File: src/rtl/tmr_mac_pkg.sv
package tmr_mac_pkg;
   // number of redundant lanes; the voters assume exactly three
   localparam int unsigned COPIES = 3;

   function automatic int unsigned acc_width(input int unsigned op_w, input int unsigned guard_w);
      return 2 * op_w + guard_w;
   endfunction
endpackage

File: src/rtl/tmr_mac_mult.sv
module tmr_mac_mult #(
   parameter int unsigned OP_W = 8
) (
   input  logic [OP_W-1:0]   mul_a,
   input  logic [OP_W-1:0]   mul_b,
   output logic [2*OP_W-1:0] mul_p
);
   // purely combinational: no input or pipeline registers
   always_comb begin
      mul_p = (2*OP_W)'(mul_a) * (2*OP_W)'(mul_b);
   end
endmodule

File: src/rtl/tmr_mac_vote.sv
module tmr_mac_vote #(
   parameter int unsigned W = 20
) (
   input  logic [W-1:0] in_x,
   input  logic [W-1:0] in_y,
   input  logic [W-1:0] in_z,
   output logic [W-1:0] voted
);
   always_comb begin
      voted = (in_x & in_y) | (in_y & in_z) | (in_z & in_x);
   end
endmodule

File: src/rtl/tmr_mac_lane.sv
module tmr_mac_lane #(
   parameter int unsigned OP_W  = 8,
   parameter int unsigned ACC_W = 20
) (
   input  logic             clk,
   input  logic             rst_n,
   input  logic             step_en,
   input  logic             zero_en,
   input  logic [OP_W-1:0]  lane_a,
   input  logic [OP_W-1:0]  lane_b,
   input  logic [ACC_W-1:0] sum_fb,
   input  logic [ACC_W-1:0] upset,
   output logic [ACC_W-1:0] sum_q
);
   logic [2*OP_W-1:0] prod;
   logic [ACC_W-1:0]  sum_d;

   tmr_mac_mult #(.OP_W(OP_W)) u_mult (
      .mul_a (lane_a),
      .mul_b (lane_b),
      .mul_p (prod)
   );

   // next value always starts from the voted sum, never from sum_q
   always_comb begin
      if (zero_en)
         sum_d = '0;
      else if (step_en)
         sum_d = sum_fb + ACC_W'(prod);
      else
         sum_d = sum_fb;
   end

   always_ff @(posedge clk or negedge rst_n) begin
      if (!rst_n)
         sum_q <= '0;
      else
         sum_q <= sum_d ^ upset;
   end
endmodule

File: src/rtl/tmr_mac.sv
module tmr_mac
   import tmr_mac_pkg::*;
#(
   parameter int unsigned OP_W    = 8,
   parameter int unsigned GUARD_W = 4,
   localparam int unsigned ACC_W  = acc_width(OP_W, GUARD_W)
) (
   input  logic             clk,
   input  logic             rst_n,
   input  logic             in_valid,
   input  logic             clear,
   input  logic [OP_W-1:0]  op_a,
   input  logic [OP_W-1:0]  op_b,
   input  logic [ACC_W-1:0] flip0,
   input  logic [ACC_W-1:0] flip1,
   input  logic [ACC_W-1:0] flip2,
   output logic [ACC_W-1:0] result
);
   if (OP_W < 1) begin : g_bad_op_w
      $error("tmr_mac: OP_W must be at least 1");
   end
   if (GUARD_W > 32) begin : g_bad_guard_w
      $error("tmr_mac: GUARD_W must not exceed 32");
   end

   logic [ACC_W-1:0] acc_q [COPIES];
   logic [ACC_W-1:0] fb    [COPIES];
   logic [ACC_W-1:0] upset [COPIES];

   always_comb begin
      upset[0] = flip0;
      upset[1] = flip1;
      upset[2] = flip2;
   end

   for (genvar k = 0; k < COPIES; k++) begin : g_lane
      // one voter per lane so a transient in a voter hits only its own lane
      tmr_mac_vote #(.W(ACC_W)) u_vote (
         .in_x  (acc_q[0]),
         .in_y  (acc_q[1]),
         .in_z  (acc_q[2]),
         .voted (fb[k])
      );

      tmr_mac_lane #(.OP_W(OP_W), .ACC_W(ACC_W)) u_lane (
         .clk     (clk),
         .rst_n   (rst_n),
         .step_en (in_valid),
         .zero_en (clear),
         .lane_a  (op_a),
         .lane_b  (op_b),
         .sum_fb  (fb[k]),
         .upset   (upset[k]),
         .sum_q   (acc_q[k])
      );
   end

   assign result = fb[0];
endmodule

File: config.mk
export PLATFORM = sky130hd
export DESIGN_NAME = tmr_mac
export DESIGN_NICKNAME = d
export VERILOG_FILES = /design/src/rtl/tmr_mac_pkg.sv /design/src/rtl/tmr_mac_mult.sv /design/src/rtl/tmr_mac_vote.sv /design/src/rtl/tmr_mac_lane.sv /design/src/rtl/tmr_mac.sv
export SDC_FILE = /design/constraint.sdc
export NUM_CORES = 1
export LEC_CHECK = 0
export ABC_AREA = 1
export BUFFER_PORTS_ARGS = -buffer_cell sky130_fd_sc_hd__buf_4
export CAP_MARGIN = 0
export CORE_ASPECT_RATIO = 0.75
export CORE_MARGIN = 1.5
export CORE_UTILIZATION = 50
export CTS_BUF_LIST = sky130_fd_sc_hd__clkbuf_16
export CTS_CLUSTER_SIZE = 25
export DETAILED_ROUTE_END_ITERATION = 8
export HOLD_SLACK_MARGIN = 0.02
export PLACE_DENSITY = 0.75
export SETUP_SLACK_MARGIN = 0.4
export SLEW_MARGIN = 20
export SYNTH_ARGS = -nofsm -noshare
export SYNTH_HDL_FRONTEND = slang
export SYNTH_SLANG_ARGS = --single-unit
File: constraint.sdc
create_clock -name clk -period 4 [get_ports clk]
set_clock_uncertainty 0.15 [all_clocks]
set_input_delay 0.8 -clock clk [delete_from_list [all_inputs] [get_ports clk]]
set_output_delay 0.8 -clock clk [all_outputs]
set_load 0.02 [all_outputs]
==> results of run 1 <==
cells by family after synthesis:
| logic type | synth area share, % |
|---|---|
| simple gates | 24.0 |
| buf+inv | 13.7 |
| compound gates | 5.17 |
| flops | 25.2 |
| xor+xnor | 5.15 |
| fa+ha+maj | 26.8 |
metal layers:
metal	GRT usage [%]	up-vias
met1	35.5	2392
met4	5.45	0
met2	36.7	115
li1	-	2561
met5	0	-
met3	3.74	17
stage by stage:
stage / utilization (%) / instances / instance area (um^2) / setup slack (ns) / hold WS (ns)
finish: 69.6 / 1075 / 8080 / -0.353 / 0.368
global route: 69.6 / 1075 / 8080 / -0.501 / 0.445
CTS: 66.9 / 1070 / 7770 / -0.273 / 0.404
detailed placement: 63.1 / 1051 / 7320 / -0.626 / 0.605
global placement: 63.1 / 1051 / 7320 / -0.578 / 0.596
floorplan: - / 767 / 6300 / -0.338 / 0.354
cells in the mapped netlist:
cell and n:
nor2_1 26, nand2_1 207, inv_2 4, nand3b_1 15
nand2_4 1, nor2_2 2, xnor2_1 34, o21bai_1 3
o21a_1 9, nand4_1 7, o211ai_2 4, a21o_1 1
or2_2 1, or2_4 1, nand3_1 19, a21oi_2 2
fa_1 50, buf_2 5, clkbuf_1 16, o21ai_2 2
o21ai_0 3, maj3_1 8, a21oi_1 20, nor3_2 2
nand3_2 13, xor2_1 1, inv_1 190, o21ai_1 2
dfrtp_1 60, nand2_2 18, ha_1 41
critical path, stage by stage, from the launching register on:
cell and delay (ns):
dfrtp_1 0.35, o21a_1 0.16, a21oi_2 0.05, buf_4 0.15
fa_1 0.55, inv_1 0.06, fa_1 0.50, inv_2 0.04
fa_1 0.47, fa_1 0.52, inv_2 0.05, ha_4 0.29
nand2_4 0.06, nor2_1 0.10, nand2_1 0.10, nand2_2 0.10
nand2_4 0.08, nand2_4 0.08, nand2_2 0.06, nand2_4 0.08
nand3_4 0.09, nand2_2 0.11, nand2_1 0.05
how the worst min path moves through the flow:
| stage | depth (start not counted) | startpoint | to | slack, ns |
|---|---|---|---|---|
| detailed placement | 4 | g_lane[1].u_lane.sum_q[18]$_DFF_PN0_ | g_lane[2].u_lane.sum_q[18]$_DFF_PN0_ | 0.60 |
| finish | 1 | rst_n | g_lane[2].u_lane.sum_q[0]$_DFF_PN0_ | 0.37 |
| floorplan | 0 | rst_n | g_lane[0].u_lane.sum_q[0]$_DFF_PN0_ | 0.35 |
| CTS | 1 | rst_n | g_lane[1].u_lane.sum_q[1]$_DFF_PN0_ | 0.40 |
| global placement | 4 | g_lane[1].u_lane.sum_q[18]$_DFF_PN0_ | g_lane[0].u_lane.sum_q[18]$_DFF_PN0_ | 0.60 |
| global route | 1 | rst_n | g_lane[2].u_lane.sum_q[0]$_DFF_PN0_ | 0.44 |
layout make-up:
cell class	count	area (um^2)
Inverter	194	728
Clock inverter	7	75.1
Sequential cell	60	1500
Clock buffer	9	225
Tap cell	162	203
Fill cell	885	3530
Timing Repair Buffer	151	1200
Multi-Input combinational cell	492	4150
timing repair:
| item | in CTS | in global routing |
|---|---|---|
| pin swaps | 18 | 34 |
| resized for setup | 36 | 74 |
| endpoints found under the setup margin | 48 | 48 |
| buffers inserted | 3 | 5 |
==> results.sh, run 1 <==
export IMPL_ys_seq_area_share_pct=25.2
export IMPL_final_cell_mix="inv_1 (173), nand2_1 (156), buf_4 (136)"
export IMPL_finalHoldViolCount=0
export IMPL_die_w_um=129
export IMPL_layout_drive_gt1_share_pct=34.7
export IMPL_cap_violations=0
export IMPL_critPathArrivalTime_ns=4.42
export IMPL_violations="negative setup slack"
export IMPL_yosysWarningCount=0
export IMPL_crit_type="reg -> reg"
export IMPL_dpl_hpwl_um=11100
export IMPL_drv_slew=0
export IMPL_max_freq_ghz=0.230
export IMPL_syn_to_final_growth_pct=35.8
export IMPL_rr_startpoint="g_lane[0].u_lane.sum_q[6]$_DFF_PN0_"
export IMPL_antennaDiodeCount=0
export IMPL_drt_met1_wl_um=6990
export IMPL_drt_wirelength_per_cell_um=13.6
export IMPL_initial_core_util_pct=51.2
export IMPL_nNetsFinal=1079
export IMPL_synth_nets=938
export IMPL_vias=5085
export IMPL_synth_area_leader_cell="dfrtp_1"
export IMPL_syn_inst=767
export IMPL_cts_max_path_buffers=2
export IMPL_grt_use_total_pct=23.9
export IMPL_reg2regPathDepth=22
export IMPL_end_kind="flop"
export IMPL_highest_layer="met4"
export IMPL_layout_commonest_cell="inv_1"
export IMPL_post_route_min_period_ns=4.35
export IMPL_top_register="g_lane.u_lane.sum_q"
export IMPL_finalCritPeriodShare_pct=109
export IMPL_htree_levels=3
export IMPL_relSlewSlack_pct=50.6
export IMPL_critical_path_max_fanout=4
export IMPL_status="finished with violations"
export IMPL_critical_path_required_ns=4.07
export IMPL_rows=34
export IMPL_avgSynthCellArea_um2=7.76
export IMPL_grt_antenna_before_repair=0
export IMPL_viasPerCell=4.73
export IMPL_gp_congestion=0.865
export IMPL_core_area_um2=11600
export IMPL_clk_pin_slew_ns=0.06
export IMPL_cts_tree="done"
export IMPL_synth_seq_cells=60
export IMPL_tightest_slew_ns=0.741
export IMPL_crit_path_start="g_lane[0].u_lane.sum_q[6]$_DFF_PN0_"
export IMPL_hold_buffers=0
export IMPL_drt_first_pass_iters=4
export IMPL_r2r_end="g_lane[1].u_lane.sum_q[18]$_DFF_PN0_"
export IMPL_grt_max_degree=61
export IMPL_start_kind="flop"
export IMPL_first_iter_violations=250
export IMPL_final_setup_tns_ns=-10.79
export IMPL_yosysTopAreaCellShare_pct=25.2
export IMPL_grt_setup_unrepaired="yes"
export IMPL_root_buffer="clkbuf_16"
export IMPL_reg_largest_list="g_lane.u_lane.sum_q: 60 flops"
export IMPL_syn_area_um2=5950
export IMPL_setup_viol=45
export IMPL_clock_latency_ns=0.34
export IMPL_grt_overflow=0
export IMPL_synth_cell_types=31
export IMPL_drc_errors=0
export IMPL_grt_pass1_wl_um=23300
export IMPL_dr_wl_met2_um=6730
export IMPL_r2r_slack_ns=-0.35
export IMPL_numPortBuffers=99
export IMPL_cts_inserted_buffers=9
export IMPL_yosys_top_cells_area="dfrtp_1 (25%), fa_1 (17%), nand2_1 (13%)"
export IMPL_largest_reg_flops=60
export IMPL_pin_count=100
export IMPL_first_global_vias=4958
export IMPL_crit_path_end="g_lane[1].u_lane.sum_q[18]$_DFF_PN0_"
export IMPL_hp_class="in -> async"
export IMPL_cts_sinks=60
export IMPL_fin_ws_ns=-0.353
export IMPL_die_area_um2=12600
export IMPL_routed_wl_um=14700
export IMPL_die_h_um=97.5
export IMPL_ant_nets=0
export IMPL_wl_met3_um=745
Power of run 1 is not shown: default switching activity piles up to over one toggle a cycle in this logic, so the estimate is an artifact.
==> run 2, diff against run 1 <==
--- a/config.mk
+++ b/config.mk
@@ -15,9 +15,10 @@
 export CTS_CLUSTER_SIZE = 25
 export DETAILED_ROUTE_END_ITERATION = 8
 export HOLD_SLACK_MARGIN = 0.02
-export PLACE_DENSITY = 0.75
+export PLACE_DENSITY = 0.7
 export SETUP_SLACK_MARGIN = 0.4
 export SLEW_MARGIN = 20
 export SYNTH_ARGS = -nofsm -noshare
 export SYNTH_HDL_FRONTEND = slang
+export SYNTH_HIERARCHICAL = 1
 export SYNTH_SLANG_ARGS = --single-unit
==> run 2 against run 1 <==
The flow still finishes with violations (negative setup slack). Worst setup slack worse by 1.0 ns. Critical path depth up 7. Global-route usage up 7.2 points. Hold slack better by 0.028 ns. Die area up 150%. Highest routed layer is now met5. Critical endpoint is now g_lane[2].u_lane/sum_q[14]$_DFF_PN0_. Synthesized area rose to 2.5 times the previous value. Register-to-register slack better by 1.6 ns. First-iteration DRC count rose to 4.3 times the previous value. Cell count rose to 2.9 times the previous value. Utilization up 2.5 points.
==> results.sh, run 2 <==
export IMPL_synthTopCellsByCount="nand2_1 (915), inv_1 (522), nor2_1 (162)"
export IMPL_first_iter_violations=1073
export IMPL_cts_max_path_buffers=2
export IMPL_numPortBuffers=99
export IMPL_ys_seq_area_share_pct=9.92
export IMPL_crit_top_cell="nand2_1"
export IMPL_place_inst=3065
export IMPL_relSlewSlack_pct=44.6
export IMPL_syn_inst=2457
export IMPL_core_area_um2=29500
export IMPL_cp_num_buf_inv=7
export IMPL_status="finished with violations"
export IMPL_ant_nets=0
export IMPL_grt_antenna_before_repair=1
export IMPL_detailed_place_area_um2=18000
export IMPL_critPathTopFamily="adder cells"
export IMPL_tightest_slew_ns=0.831
export IMPL_antennaDiodeCount=0
export IMPL_end_kind="flop"
export IMPL_cts_sinks=60
export IMPL_dpl_hpwl_um=37700
export IMPL_synth_area_leader_cell="nand2_1"
export IMPL_syn_to_final_growth_pct=40.4
export IMPL_critical_path_required_ns=4.09
export IMPL_grt_setup_unrepaired="yes"
export IMPL_max_freq_ghz=0.185
export IMPL_top_register="g_lane.u_lane/sum_q"
export IMPL_hp_class="in -> async"
export IMPL_drt_wirelength_per_cell_um=16.0
export IMPL_rows=54
export IMPL_gp_congestion=0.919
export IMPL_die_area_um2=31300
export IMPL_post_route_min_period_ns=5.39
export IMPL_initial_core_util_pct=51.4
export IMPL_grt_use_total_pct=31.1
export IMPL_yosysWarningCount=6
export IMPL_finalHoldViolCount=0
export IMPL_start_kind="primary input"
export IMPL_clk_pin_slew_ns=0.06
export IMPL_root_buffer="clkbuf_16"
export IMPL_synth_edf_count=0
export IMPL_setup_viol=48
export IMPL_cts_inserted_buffers=9
export IMPL_final_cell_mix="nand2_1 (730), inv_1 (443), buf_4 (261)"
export IMPL_slowest_delay_ns=0.58
export IMPL_vias=16200
export IMPL_critPathArrivalTime_ns=5.48
export IMPL_cap_violations=0
export IMPL_fin_cells=3142
export IMPL_cts_tree="done"
export IMPL_fin_area_um2=21300
export IMPL_layout_commonest_cell="nand2_1"
export IMPL_drc_errors=0
export IMPL_largest_reg_flops=60
export IMPL_synth_seq_cells=60
export IMPL_grt_overflow=0
export IMPL_yosysTopAreaCellShare_pct=22.7
export IMPL_synthFlopType="dfrtp_1"
export IMPL_drt_first_pass_iters=8
export IMPL_die_w_um=204
export IMPL_die_h_um=154
export IMPL_final_setup_tns_ns=-51.54
export IMPL_avgSynthCellArea_um2=6.16
export IMPL_fin_ws_ns=-1.39
export IMPL_clock_latency_ns=0.34
export IMPL_synth_most_common_cell="nand2_1"
export IMPL_nNetsFinal=3092
export IMPL_htree_levels=3
export IMPL_grt_pass1_wl_um=78100
export IMPL_grt_max_degree=61
export IMPL_yosys_top_cells_area="nand2_1 (23%), fa_1 (15%), inv_1 (13%)"
export IMPL_pin_count=100
export IMPL_first_global_vias=15900
export IMPL_layout_drive_gt1_share_pct=35.8
export IMPL_cpMaxStageDelayCell="fa_1"
export IMPL_drv_slew=0
export IMPL_finalCritPeriodShare_pct=135
export IMPL_reg_largest_list="g_lane.u_lane/sum_q: 60 flops"
export IMPL_syn_area_um2=15100
export IMPL_viasPerCell=5.17
export IMPL_crit_type="in -> reg"
export IMPL_async_flop_share_pct=100
export IMPL_critical_path_max_fanout=7
export IMPL_violations="negative setup slack"
export IMPL_synth_nets=2804
export IMPL_routed_wl_um=50200
export IMPL_synth_cell_types=27
[run 2: per-layer routing]
| metal | wire length, um | track usage, % | share of wire (%) |
|---|---|---|---|
| met1 | 22200 | 43.5 | 44 |
| met3 | 3510 | 4.75 | 7.0 |
| met4 | 1100 | 5.99 | 2.2 |
| met2 | 23300 | 51.0 | 46 |
| met5 | 19 | 0 | 0.038 |
[run 2: cell type report]
class                           instances  area [um^2]
Fill cell                            2356         8210
Timing Repair Buffer                  343         3010
Multi-Input combinational cell       1797        13900
Sequential cell                        60         1500
Inverter                              534         2040
Tap cell                              392          490
Clock inverter                          7         68.8
Clock buffer                            9          225
[run 2: worst paths after layout]
check,from,endpoint,slack [ns],cells after the start
setup / recovery,op_b[2],g_lane[2].u_lane/sum_q[14]$_DFF_PN0_,-1.39,29
hold / removal,rst_n,g_lane[0].u_lane/sum_q[15]$_DFF_PN0_,0.40,1
setup reg to reg,g_lane[0].u_lane/sum_q[0]$_DFF_PN0_,g_lane[2].u_lane/sum_q[8]$_DFF_PN0_,1.22,15
hold reg to reg,g_lane[1].u_lane/sum_q[19]$_DFF_PN0_,g_lane[1].u_lane/sum_q[19]$_DFF_PN0_,0.74,5
max in group asynchronous,rst_n,g_lane[2].u_lane/sum_q[7]$_DFF_PN0_,2.75,1
min in group clk,flip1[8],g_lane[1].u_lane/sum_q[8]$_DFF_PN0_,0.49,2
[run 2: cell families after synthesis]
group           Yosys count  share of synthesized area [%]
flops                    60                           9.92
xor+xnor                 66                           3.82
simple gates           1377                           40.2
buf+inv                 600                           15.6
fa+ha+maj               267                           27.6
compound gates           87                           2.93
[run 2: what timing repair did]
| action | 4_1_cts | 5_1_grt |
|---|---|---|
| endpoints found under the hold margin | 0 | 0 |
| hold buffers | 0 | 0 |
| pin swaps | 244 | 211 |
| resized for setup | 358 | 255 |
| gates cloned | 0 | 1 |
| endpoints found under the setup margin | 51 | 51 |
| setup buffers | 33 | 27 |
[run 2: worst reg2reg max path, stage by stage, from the launching register on]
cell     delay, ns
dfrtp_1       0.42
nand2_1       0.10
nand3_2       0.15
ha_1          0.26
inv_1         0.08
fa_1          0.41
inv_1         0.14
nand3_1       0.11
nand3_1       0.13
nand2_1       0.10
nand2_4       0.11
buf_12        0.11
xnor2_4       0.13
nand2_2       0.08
nand2_2       0.09
xnor2_2       0.13
[run 2: through the flow]
stage / worst slack, ns / hold slack, ns / util [%]
after floorplan: -1.28 / 0.354 / -
after global placement: -1.81 / 0.678 / 61.1
after detailed placement: -1.85 / 0.717 / 61.1
after CTS: -1.31 / 0.443 / 67.9
after global routing: -1.58 / 0.459 / 72.1
final: -1.39 / 0.396 / 72.1
Power of run 2 is left out for the same reason.
==> run 3, diff against run 2 <==
--- a/config.mk
+++ b/config.mk
@@ -8,14 +8,17 @@
 export ABC_AREA = 1
 export BUFFER_PORTS_ARGS = -buffer_cell sky130_fd_sc_hd__buf_4
 export CAP_MARGIN = 0
+export CELL_PAD_IN_SITES_DETAIL_PLACEMENT = 1
+export CELL_PAD_IN_SITES_GLOBAL_PLACEMENT = 1
 export CORE_ASPECT_RATIO = 0.75
 export CORE_MARGIN = 1.5
-export CORE_UTILIZATION = 50
+export CORE_UTILIZATION = 41
 export CTS_BUF_LIST = sky130_fd_sc_hd__clkbuf_16
 export CTS_CLUSTER_SIZE = 25
 export DETAILED_ROUTE_END_ITERATION = 8
+export GPL_ROUTABILITY_DRIVEN = 0
 export HOLD_SLACK_MARGIN = 0.02
-export PLACE_DENSITY = 0.7
+export PLACE_DENSITY_LB_ADDON = 0.1
 export SETUP_SLACK_MARGIN = 0.4
 export SLEW_MARGIN = 20
 export SYNTH_ARGS = -nofsm -noshare
==> run 3 against run 2 <==
Largest cell class unchanged. Maximum frequency is 6.9% lower. Utilization is 11 points lower. Critical path depth is 4 higher. Sequential share of layout area is 0.23 points lower. Global-route usage is 1.1 points higher. Critical path type unchanged. Worst setup slack worse by 0.40 ns. Die area is 22% higher. Register-to-register slack worse by 0.24 ns. Count of clock-buffer cells in the layout stayed put. Cell count is 4.0% higher. Via count is 8.3% higher. The run still ends with negative setup slack left. Final area is 3.4% higher.
==> results.sh, run 3 (synthesized netlist as in run 2, its figures left out) <==
export IMPL_fin_ws_ns=-1.79
export IMPL_cpMaxStageDelayCell="fa_1"
export IMPL_drv_slew=0
export IMPL_first_iter_violations=1216
export IMPL_finalHoldViolCount=0
export IMPL_r2r_slack_ns=0.98
export IMPL_die_area_um2=38100
export IMPL_setup_viol=48
export IMPL_ant_nets=0
export IMPL_grt_use_total_pct=32.2
export IMPL_grt_setup_unrepaired="yes"
export IMPL_hold_ws_ns=0.378
export IMPL_critical_path_max_fanout=5
export IMPL_vias=17600
export IMPL_cts_inserted_buffers=9
export IMPL_root_buffer="clkbuf_16"
export IMPL_crit_type="in -> reg"
export IMPL_violations="negative setup slack"
export IMPL_initial_core_util_pct=41.9
export IMPL_hp_class="in -> async"
export IMPL_dpl_hpwl_um=45600
export IMPL_cap_violations=0
export IMPL_htree_levels=3
export IMPL_cts_max_path_buffers=2
export IMPL_layout_commonest_cell="nand2_1"
export IMPL_tightest_slew_ns=0.901
export IMPL_rows=60
export IMPL_slowest_delay_ns=0.56
export IMPL_finalCritPeriodShare_pct=145
export IMPL_place_inst=3167
export IMPL_max_freq_ghz=0.173
export IMPL_drt_first_pass_iters=5
export IMPL_multi_input_area_um2=14200
export IMPL_routed_wl_um=71500
export IMPL_relSlewSlack_pct=39.9
export IMPL_grt_overflow=0
export IMPL_drc_errors=0
export IMPL_largest_reg_flops=60
export IMPL_die_h_um=169
export IMPL_first_global_vias=18100
export IMPL_layout_drive_gt1_share_pct=39.2
export IMPL_syn_to_final_growth_pct=45.1
export IMPL_post_route_min_period_ns=5.79
export IMPL_numPortBuffers=99
export IMPL_hold_buffers=0
export IMPL_pin_count=100
export IMPL_cts_tree="done"
export IMPL_n_fill_cell=4594
export IMPL_end_kind="flop"
export IMPL_ff_latch_area_um2=1500
export IMPL_antennaDiodeCount=0
export IMPL_drt_wirelength_per_cell_um=21.9
export IMPL_die_w_um=225
export IMPL_clock_latency_ns=0.37
export IMPL_start_kind="primary input"
export IMPL_reg_largest_list="g_lane.u_lane/sum_q: 60 flops"
export IMPL_nNetsFinal=3116
export IMPL_viasPerCell=5.38
export IMPL_core_area_um2=36100
export IMPL_cts_sinks=60
export IMPL_final_cell_mix="nand2_1 (692), inv_1 (416), buf_4 (268)"
export IMPL_grt_max_degree=72
export IMPL_crit_top_cell="nand2_1"
export IMPL_fin_cells=3269
export IMPL_critical_path_required_ns=4.11
export IMPL_status="finished with violations"
export IMPL_clk_pin_slew_ns=0.06
export IMPL_top_register="g_lane.u_lane/sum_q"
export IMPL_grt_pass1_wl_um=95600
export IMPL_grt_antenna_before_repair=1
export IMPL_critPathArrivalTime_ns=5.90
export IMPL_dp_slack_ns=-1.97
==> run 3: cell types whose count changed in the layout (fill, tap and decap cells not counted), sizes merged <==
cell,change
clkbuf,-1
clkinvlp,-1
bufbuf,+1
bufinv,-1
clkinv,+1
buf,+24
==> run 3: worst paths after layout <==
| check | from | end | cells after the start |
|---|---|---|---|
| worst min register to register | g_lane[1].u_lane/sum_q[19]$_DFF_PN0_ | g_lane[1].u_lane/sum_q[19]$_DFF_PN0_ | 5 |
| min in group clk | flip1[5] | g_lane[1].u_lane/sum_q[5]$_DFF_PN0_ | 2 |
| max in group asynchronous | rst_n | g_lane[2].u_lane/sum_q[3]$_DFF_PN0_ | 1 |
| worst max-delay path | op_a[3] | g_lane[0].u_lane/sum_q[18]$_DFF_PN0_ | 33 |
| worst max register to register | g_lane[2].u_lane/sum_q[0]$_DFF_PN0_ | g_lane[2].u_lane/sum_q[4]$_DFF_PN0_ | 12 |
| worst min-delay path | rst_n | g_lane[0].u_lane/sum_q[18]$_DFF_PN0_ | 1 |
==> run 3: what timing repair did <==
item | in CTS | in global routing
setup endpoints to repair | 51 | 51
gates cloned | 1 | 0
gates resized for setup | 370 | 394
pin swaps | 220 | 310
buffers inserted | 47 | 39
==> run 3: area by class of cell <==
class	count	share of cell area [%]
Tap cell	496	2.82
Clock buffer	9	1.02
Sequential cell	60	6.83
Inverter	534	9.36
Timing Repair Buffer	367	15.0
Multi-Input combinational cell	1797	64.8
Clock inverter	6	0.108
==> run 3: worst max-delay path, delay by kind of cell <==
kind / cells / cell delay (ns)
buf+inv: 9 / 0.63
simple gates: 18 / 1.77
fa+ha+maj: 6 / 2.68
==> run 3: routing by layer <==
layer  GRT usage, %  wire (um)  vias to the layer above
met1           41.5      29700                     8737
li1               -          -                     7951
met5              0          0                        -
met4           9.10       3420                        0
met2           55.6      34400                      657
met3           5.35       3930                      237
==> run 3: through the flow <==
step	setup TNS, ns	cell area [um^2]	util (%)
2_1_floorplan	-44.46	15900	-
3_3_place_gp	-71.62	18100	50.1
3_5_place_dp	-76.70	18100	50.1
4_1_cts	-52.25	20200	56.0
5_1_grt	-70.20	22000	60.8
6_report	-63.24	22000	60.8
Power of run 3 is left out for the same reason.
